<file path="src/rtl/i2c_irq_status.sv">
module i2c_irq_status #(
  parameter int          AW     = 6,
  parameter logic [15:0] REV_ID = 16'h0034
) (
  input  logic          clk,
  input  logic          rst_n,
  input  logic          reg_wr,
  input  logic          reg_rd,
  input  logic [AW-1:0] reg_addr,
  input  logic [15:0]   reg_wdata,
  output logic [15:0]   reg_rdata,
  input  logic          bus_busy,
  input  logic          ev_ardy,
  input  logic          ev_nack,
  input  logic          ev_rrdy,
  input  logic          ev_xrdy,
  input  logic          ev_xudf,
  input  logic          ev_rovr,
  input  logic          ev_sbd,
  input  logic          hw_clr_rrdy,
  input  logic          hw_clr_xrdy,
  output logic          irq,
  output logic          dma_rx_req,
  output logic          dma_tx_req
);
  localparam int DW = 16;
  localparam int IEW = 6;
  localparam int VW = $clog2(IEW + 1);
  localparam logic [AW-1:0] A_REV  = AW'(8'h00);
  localparam logic [AW-1:0] A_IE   = AW'(8'h04);
  localparam logic [AW-1:0] A_STAT = AW'(8'h08);
  localparam logic [AW-1:0] A_VEC  = AW'(8'h0C);
  localparam logic [AW-1:0] A_SYS  = AW'(8'h10);
  localparam logic [AW-1:0] A_DMA  = AW'(8'h14);
  localparam int B_NACK = 1, B_ARDY = 2, B_RRDY = 3, B_XRDY = 4;
  localparam int B_XUDF = 10, B_ROVR = 11, B_BUSY = 12, B_SBD = 15;
  localparam logic [DW-1:0] SW_CLR_MASK = 16'h0027;
  localparam int B_RXEN = 15, B_TXEN = 7;

  logic [DW-1:0]  stat_q;
  logic [IEW-1:0] ie_q;
  logic           rx_en_q, tx_en_q;

  logic [IEW-1:0] pend;
  logic [VW-1:0]  vec_idx;
  logic [DW-1:0]  set_v, clr_v, vec_clr;
  logic           wr_ie, wr_stat, wr_dma, rd_vec;

  assign wr_ie   = reg_wr && reg_addr == A_IE;
  assign wr_stat = reg_wr && reg_addr == A_STAT;
  assign wr_dma  = reg_wr && reg_addr == A_DMA;
  assign rd_vec  = reg_rd && reg_addr == A_VEC;

  assign pend = stat_q[IEW-1:0] & ie_q;

  always_comb begin
    vec_idx = '0;
    for (int i = IEW - 1; i >= 0; i--)
      if (pend[i]) vec_idx = VW'(i + 1);
  end

  always_comb begin
    vec_clr = '0;
    if (vec_idx != '0) vec_clr[vec_idx - 1'b1] = 1'b1;
  end

  always_comb begin
    set_v = '0;
    set_v[B_NACK] = ev_nack;
    set_v[B_ARDY] = ev_ardy;
    set_v[B_RRDY] = ev_rrdy;
    set_v[B_XRDY] = ev_xrdy;
    set_v[B_XUDF] = ev_xudf;
    set_v[B_ROVR] = ev_rovr;
    set_v[B_SBD]  = ev_sbd;
  end

  always_comb begin
    clr_v = '0;
    if (wr_stat) clr_v = reg_wdata & SW_CLR_MASK;
    if (rd_vec)  clr_v = clr_v | vec_clr;
    clr_v[B_RRDY] = clr_v[B_RRDY] | hw_clr_rrdy;
    clr_v[B_XRDY] = clr_v[B_XRDY] | hw_clr_xrdy;
  end

  always_ff @(posedge clk or negedge rst_n) begin
    if (!rst_n) begin
      stat_q  <= '0;
      ie_q    <= '0;
      rx_en_q <= 1'b0;
      tx_en_q <= 1'b0;
    end else begin
      stat_q <= (stat_q & ~clr_v) | set_v;
      if (wr_ie) ie_q <= reg_wdata[IEW-1:0];
      if (wr_dma) begin
        rx_en_q <= reg_wdata[B_RXEN];
        tx_en_q <= reg_wdata[B_TXEN];
        if (reg_wdata[B_RXEN]) ie_q[B_RRDY] <= 1'b0;
        if (reg_wdata[B_TXEN]) ie_q[B_XRDY] <= 1'b0;
      end
    end
  end

  always_comb begin
    reg_rdata = '0;
    case (reg_addr)
      A_REV:  reg_rdata = REV_ID;
      A_IE:   reg_rdata = DW'(ie_q);
      A_STAT: begin
        reg_rdata = stat_q;
        reg_rdata[B_BUSY] = bus_busy;
      end
      A_VEC:  reg_rdata = DW'(vec_idx);
      A_SYS:  reg_rdata = '0;
      A_DMA: begin
        reg_rdata[B_RXEN] = rx_en_q;
        reg_rdata[B_TXEN] = tx_en_q;
      end
      default: reg_rdata = '0;
    endcase
  end

  assign irq        = |pend;
  assign dma_rx_req = rx_en_q & stat_q[B_RRDY];
  assign dma_tx_req = tx_en_q & stat_q[B_XRDY];

endmodule

</file>
<file path="config.mk">
export PLATFORM = sky130hd
export DESIGN_NAME = i2c_irq_status
export DESIGN_NICKNAME = d
export VERILOG_FILES = /design/src/rtl/i2c_irq_status.sv
export SDC_FILE = /design/constraint.sdc
export NUM_CORES = 1
export LEC_CHECK = 0
export BUFFER_PORTS_ARGS = -buffer_cell sky130_fd_sc_hd__clkbuf_2
export CAP_MARGIN = 40
export CELL_PAD_IN_SITES_DETAIL_PLACEMENT = 1
export CELL_PAD_IN_SITES_GLOBAL_PLACEMENT = 2
export CORE_MARGIN = 8
export CORE_UTILIZATION = 26
export CTS_CLUSTER_DIAMETER = 150
export DETAILED_ROUTE_END_ITERATION = 7
export PLACE_DENSITY_LB_ADDON = 0.1
export SETUP_SLACK_MARGIN = 0.02
export SKIP_CTS_REPAIR_TIMING = 1
export SKIP_LAST_GASP = 1
export SYNTH_ARGS = -nofsm -noshare
export SYNTH_HDL_FRONTEND = slang
export SYNTH_SLANG_ARGS = --single-unit
</file>
<file path="constraint.sdc">
create_clock -name clk -period 2.7 [get_ports clk]
set_input_delay 0.405 -clock clk [delete_from_list [all_inputs] [get_ports clk]]
set_output_delay 0.405 -clock clk [all_outputs]
set_load 0.01 [all_outputs]
</file>
# --- Word-level counts from Yosys, hierarchy flattened ---
# Index checks and enable logic that the tools add are counted.
op_classes:
  addsub: 1
  n_mul: 0
  div_mod_pow: 0
  order_cmp: 2
  n_eq_ne: 4
  n_shift: 0
  n_mux: 19
  bitwise: 9
  n_reduce_logical: 8
ops:
  columns: ["cell", "count"]
  rows:
  - ["$or A16 B16 Y16", 2]
  - ["$pmux W7 S4", 1]
  - ["$mux W3", 6]
  - ["$and A16 B16 Y16", 1]
  - ["$mux W16", 1]
  - ["$not A16 Y16", 1]
  - ["$eq A6 B4 Y1 const B", 2]
  - ["$mux W8", 1]
  - ["$mux W7", 1]
  - ["$and A6 B6 Y6", 1]
  - ["$eq A6 B3 Y1 const B", 1]
  - ["$eq A6 B5 Y1 const B", 1]
  - ["$logic_not A6 Y1", 1]
  - ["$mux W6", 1]
  - ["$reduce_or A6 Y1", 1]
  - ["$logic_and A1 B1 Y1", 5]
  - ["$lt A3 B5 Y1 const B", 1]
  - ["$mux W5", 1]
  - ["$pmux W1 S2", 2]
  - ["$demux W1 S3", 1]
  - ["$ge A3 B1 Y1 const B", 1]
  - ["$mux W1", 3]
  - ["$reduce_bool A3 Y1", 1]
  - ["$sub A3 B1 Y3 const B", 1]
  - ["other kinds (3)", 5]
word_totals:
  reg_bits: 24
  latchBits: 0
  mem_bits_rw: 0
  mem_bits_ro: 0
  input_bits: 36
  out_inout_bits: 19
  mem_count: 0

# --- Longest topological paths before layout ---
depth:
  depth_word: 19
  depth_mapped: 7
  ltp_nobuf: 7

# --- Worst setup path after synthesis ---
# Ideal clock, no wire load.
synth_path:
  kind: "flip-flop to flip-flop"
  from: "register ie_q[4]"
  to: "register stat_q[7]"
  setup_ps: 140
  arrival_ps: 1931
  required_ps: 2560
  slack_ps: 628
  path_stages_with_launch: 8
  path_cell_list: "dfrtp_1 > a22o_1 > o311ai_0 > nand2_1 > ha_1 > nand3b_1 > a211oi_1 > a21boi_0"
synth_between:
  elab_chain_cells: 17
  word_cells_on_any_way: 19
synth_lines:
  columns: ["element", "line_no", "rtl"]
  rows:
  - ["start, declared", "41", "logic [IEW-1:0] ie_q;"]
  - ["start signal, assigned", "94", "if (wr_ie) ie_q <= reg_wdata[IEW-1:0];"]
  - ["$and A6 B6 Y6 (*)", "54", "assign pend = stat_q[IEW-1:0] & ie_q;"]
  - ["$mux W3 (*) (5 in series)", "59", "if (pend[i]) vec_idx = VW'(i + 1);"]
  - ["$sub A3 B1 Y3", "64", "if (vec_idx != '0) vec_clr[vec_idx - 1'b1] = 1'b1;"]
  - ["$lt A3 B5 Y1 (implied by the code) / $ge A3 B1 Y1 (equally long branches)", "64", null]
  - ["$logic_and A1 B1 Y1 (implied by the code)", "64", null]
  - ["$mux W1 (implied by the code)", "64", null]
  - ["$demux W1 S3", "64", null]
  - ["$mux W8 (*)", "64", null]
  - ["$or A16 B16 Y16 (*)", "81", "if (rd_vec) clr_v = clr_v | vec_clr;"]
  - ["$mux W16 (*)", "81", null]
  - ["$not A16 Y16 (*)", "93", "stat_q <= (stat_q & ~clr_v) | set_v;"]
  - ["$and A16 B16 Y16 (*)", "93", null]
  - ["$or A16 B16 Y16 (*)", "93", null]
  - ["end signal, assigned", "93", null]
  - ["end, declared", "40", "logic [DW-1:0] stat_q;"]
# Every way passes the cells marked *; elsewhere a longest branch is shown, timed or not.
# A chain may end at the register's enable or synchronous reset.

# --- Worst setup path in the final report ---
layout_path:
  from: "register stat_q[2]"
  to: "output port reg_rdata[2]"
layout_between:
  elab_chain_cells: 5
layout_lines:
  columns: ["element", "line_no", "rtl"]
  rows:
  - ["$and A6 B6 Y6", "54", null]
  - ["$mux W3 (3 in series)", "59", null]
  - ["$pmux W7 S4 (*)", "106", "case (reg_addr)"]
  - ["end, declared", "11", "output logic [15:0] reg_rdata,"]
# Marks and branches as above.

==> run summary <==
* 135 — synthesized netlist cell count
* 0.119 — Total Routing Usage GR
* 0 — hold violation total from the final report
* 66 — drt initial violations
* 402 MHz — Fmax
* done — clock tree from TritonCTS
* 230 — cell total after placement
* 38 — library cells used by synthesis
* 0 — residual overflow from global routing
* false — unrepaired setup endpoints after global routing
* 0 — total number of yosys warnings
* 243 uW — total net switching power
* 2 — maximum buffer depth of the clock tree
* 0 — antenna violations before repair
* 84.8 microns — Die Span Y
* 0.266 — initial standard-cell utilization of the core
* 0.25 ns — clock insertion delay at the later pin of the skew report
* 84.8 microns — width of the die
* 0.344 — fraction of final layout cells sized beyond drive strength 1
* 55 — number of ports placed on the die boundary
* 0.450 — sequential group share of total power
* output pin — type of destination of the critical path
* 0.237 ns — Worst Setup Slack post-DPL
* 7190 sq um — DIE AREA
* 0.524 ns — actual transition at the worst max-transition pin
* 3350 microns — HPWL after detailed placement
* sky130_fd_sc_hd__a222oi_1 — standard cell with the maximum stage delay on the critical path
* 0.251 — part of the power in the clock network
* 3970 microns — DRT Wirelength
* 1 — Critical path buffers and inverters
* 25 — FP Rows
* 6910 microns — global-route wire length before repair
* 3 — TritonCTS buffer count
* 0 — final slew viol count
* 1500 sq um — Placed Area
* 1317 — number of global-route vias before repair
* 20 — pin count of the biggest net entering global routing
* 25.7% — Layout area overhead
* 1180 — total vias in the final route
* sky130_fd_sc_hd__dfrtp_1 — cell with the most instances after synthesis
* 0 — DRC viols
* 0 — EDFF count, synth
* input port to asynchronous set/reset pin — type of the tightest min-delay check
* flop — element type at the critical path start
* sky130_fd_sc_hd__dfrtp_1 39%, sky130_fd_sc_hd__a21oi_1 4.9%, sky130_fd_sc_hd__and2_1 4.1% — leading cell types by total area after synthesis
* compound AO/OA/AOI/OAI gates — cell family with most CP delay
* 0.06 ns — clock transition at the registers of the reported paths
* sky130_fd_sc_hd__clkbuf_8 — root buffer selected by CTS
* 511 uW — Int Power
* 0.299 — combinational cell fraction of total power
* 1230 sq um — total standard cell area after synthesis
* 0.211 ns — Final Worst Setup Slack
* 1550 sq um — final standard cell area without fillers
* 6 — CP Max Fanout
* 0.922 — Period Utilization, post-route
* 0 — number of maximum-capacitance constraint violations
* 488 nW/um^2 — power density relative to cell area
* 1 — deepest level of the CTS H-tree
* 0.00250 ns — worst setup skew after layout
* 42 — number of buffer cells added on primary ports
* 2.30 ns — required time at the endpoint of the critical path
* 5.04 — post-DR vias/cell
* 9.11 sq um — mean area per synthesized cell
* a222oi_1 -> nor3b_1 -> a21oi_1 -> a221oi_1 -> clkbuf_2 — worst-path cell chain
* 0.387 — proportion of synthesized chip area in sequential cells
* 4 — DR pass1 iterations
* 0.650 — worst slew slack as a fraction of its limit
* 234 — final cell count without fillers
* 1.00 — share of flip-flops with an asynchronous set or reset
* 17.0 microns — per-cell routed wire length
* 19 x sky130_fd_sc_hd__dfrtp_1, 12 x sky130_fd_sc_hd__a21oi_1, 12 x sky130_fd_sc_hd__inv_1, 12 x sky130_fd_sc_hd__nand2_1, 8 x sky130_fd_sc_hd__and2_1 — most instantiated cells after synthesis
* 0.387 — Yosys top cell area share
* 19 — clock net sink count
* 0.56 ns — slowest cell delay on critical path
* 0 — count of endpoints failing setup in the final report
* 4630 sq um — placeable core region
* 0.201 mV — maximum VDD drop
* 2.49 ns — min cycle time layout
* 19 — number of synthesized register bits
* 0.322 — Sw Share
* 0 — total inserted antenna cells
* 0 ns — Setup Total Neg Slack
* 219 — number of nets in the finished design
* flop to output pin — type of the worst setup path
* sky130_fd_sc_hd__dfrtp_1 — Primary FF master, synth
* 0.000757 uW — Leakage
* 0 — count of antenna-violating nets left after detailed routing
* 0.803 — Final Wtd Congestion
* sky130_fd_sc_hd__dfrtp_1 — cell type with the largest total area after synthesis
* 2.08 ns — Critical Path AT
* complete, no violations — outcome
[cell usage in the layout, fill, tap and decap left out, types with 5 or more instances in the layout]
master / instances
sky130_fd_sc_hd__clkbuf_2: 42
sky130_fd_sc_hd__dfrtp_1: 19
sky130_fd_sc_hd__inv_1: 12
sky130_fd_sc_hd__a21oi_1: 12
sky130_fd_sc_hd__nand2_1: 12
sky130_fd_sc_hd__and2_1: 8
sky130_fd_sc_hd__nor2_1: 6
sky130_fd_sc_hd__a31oi_1: 5
[per-layer routing]
| layer | track usage | vias up | part of all wire | wire [microns] |
|---|---|---|---|---|
| li1 | - | 574 | - | - |
| met1 | 0.147 | 572 | 0.45 | 1790 |
| met2 | 0.198 | 30 | 0.49 | 1940 |
| met3 | 0.0263 | 4 | 0.047 | 188 |
| met4 | 0.0437 | 0 | 0.014 | 55 |
| met5 | 0 | - | 0 | 0 |
[state kept, by name, indices dropped and copies added (netlist names)]
signal / cells
tx_en_q: 1
rx_en_q: 1
stat_q: 11
ie_q: 6
[final timing paths]
check / from / cells after the start / endpoint / slack, ns
setup / recovery: stat_q[2] / 5 / reg_rdata[2] / 0.21
hold / removal: rst_n / 1 / stat_q[10] / 0.11
setup reg to reg: ie_q[3] / 7 / stat_q[7] / 0.35
hold reg to reg: stat_q[10] / 1 / stat_q[10] / 0.47
max in group asynchronous: rst_n / 1 / ie_q[2] / 2.26
min in group clk: ev_sbd / 2 / stat_q[15] / 0.34
[per-stage QoR]
step | total power (uW) | util | hold WS [ns]
5_1_grt | 816 | 0.334 | 0.119
2_1_floorplan | 484 | - | 0.109
3_3_place_gp | 569 | 0.324 | 0.388
3_5_place_dp | 571 | 0.324 | 0.390
4_1_cts | 765 | 0.334 | 0.118
6_report | 755 | 0.334 | 0.108
[final cells by class]
cell class	instances	area, sq um
well taps	54	67.6
multi-input cells	99	673
inverters	12	45.0
flip-flops and latches	19	475
fillers	572	3080
repair buffers	46	240
clock buffers	4	45.0
[power groups by stage]
stage          Combinational (uW)  Clock [uW]  Sequential [uW]
4_1_cts                       228         198              339
3_3_place_gp                  225           0              344
3_5_place_dp                  227           0              344
6_report                      226         189              339
5_1_grt                       258         215              343
2_1_floorplan                 148           0              336
[cell families after synthesis]
group | after synthesis | synth area share
buffers and inverters | 20 | 0.0753
adders and majority gates | 2 | 0.0203
other | 1 | 0.00305
muxes | 8 | 0.0732
AOI/OAI and AO/OA | 38 | 0.232
DFF | 19 | 0.387
and+or+nand+nor | 47 | 0.210
[worst register-to-register path, cell delays in order (launching register included)]
cell and delay (ns):
sky130_fd_sc_hd__dfrtp_1 0.45, sky130_fd_sc_hd__a22o_1 0.22, sky130_fd_sc_hd__o311ai_1 0.32, sky130_fd_sc_hd__nand2_1 0.14, sky130_fd_sc_hd__ha_1 0.32, sky130_fd_sc_hd__nand3b_1 0.18
sky130_fd_sc_hd__a211oi_1 0.40, sky130_fd_sc_hd__a21boi_0 0.18
Power figures use the tool's default switching activity.
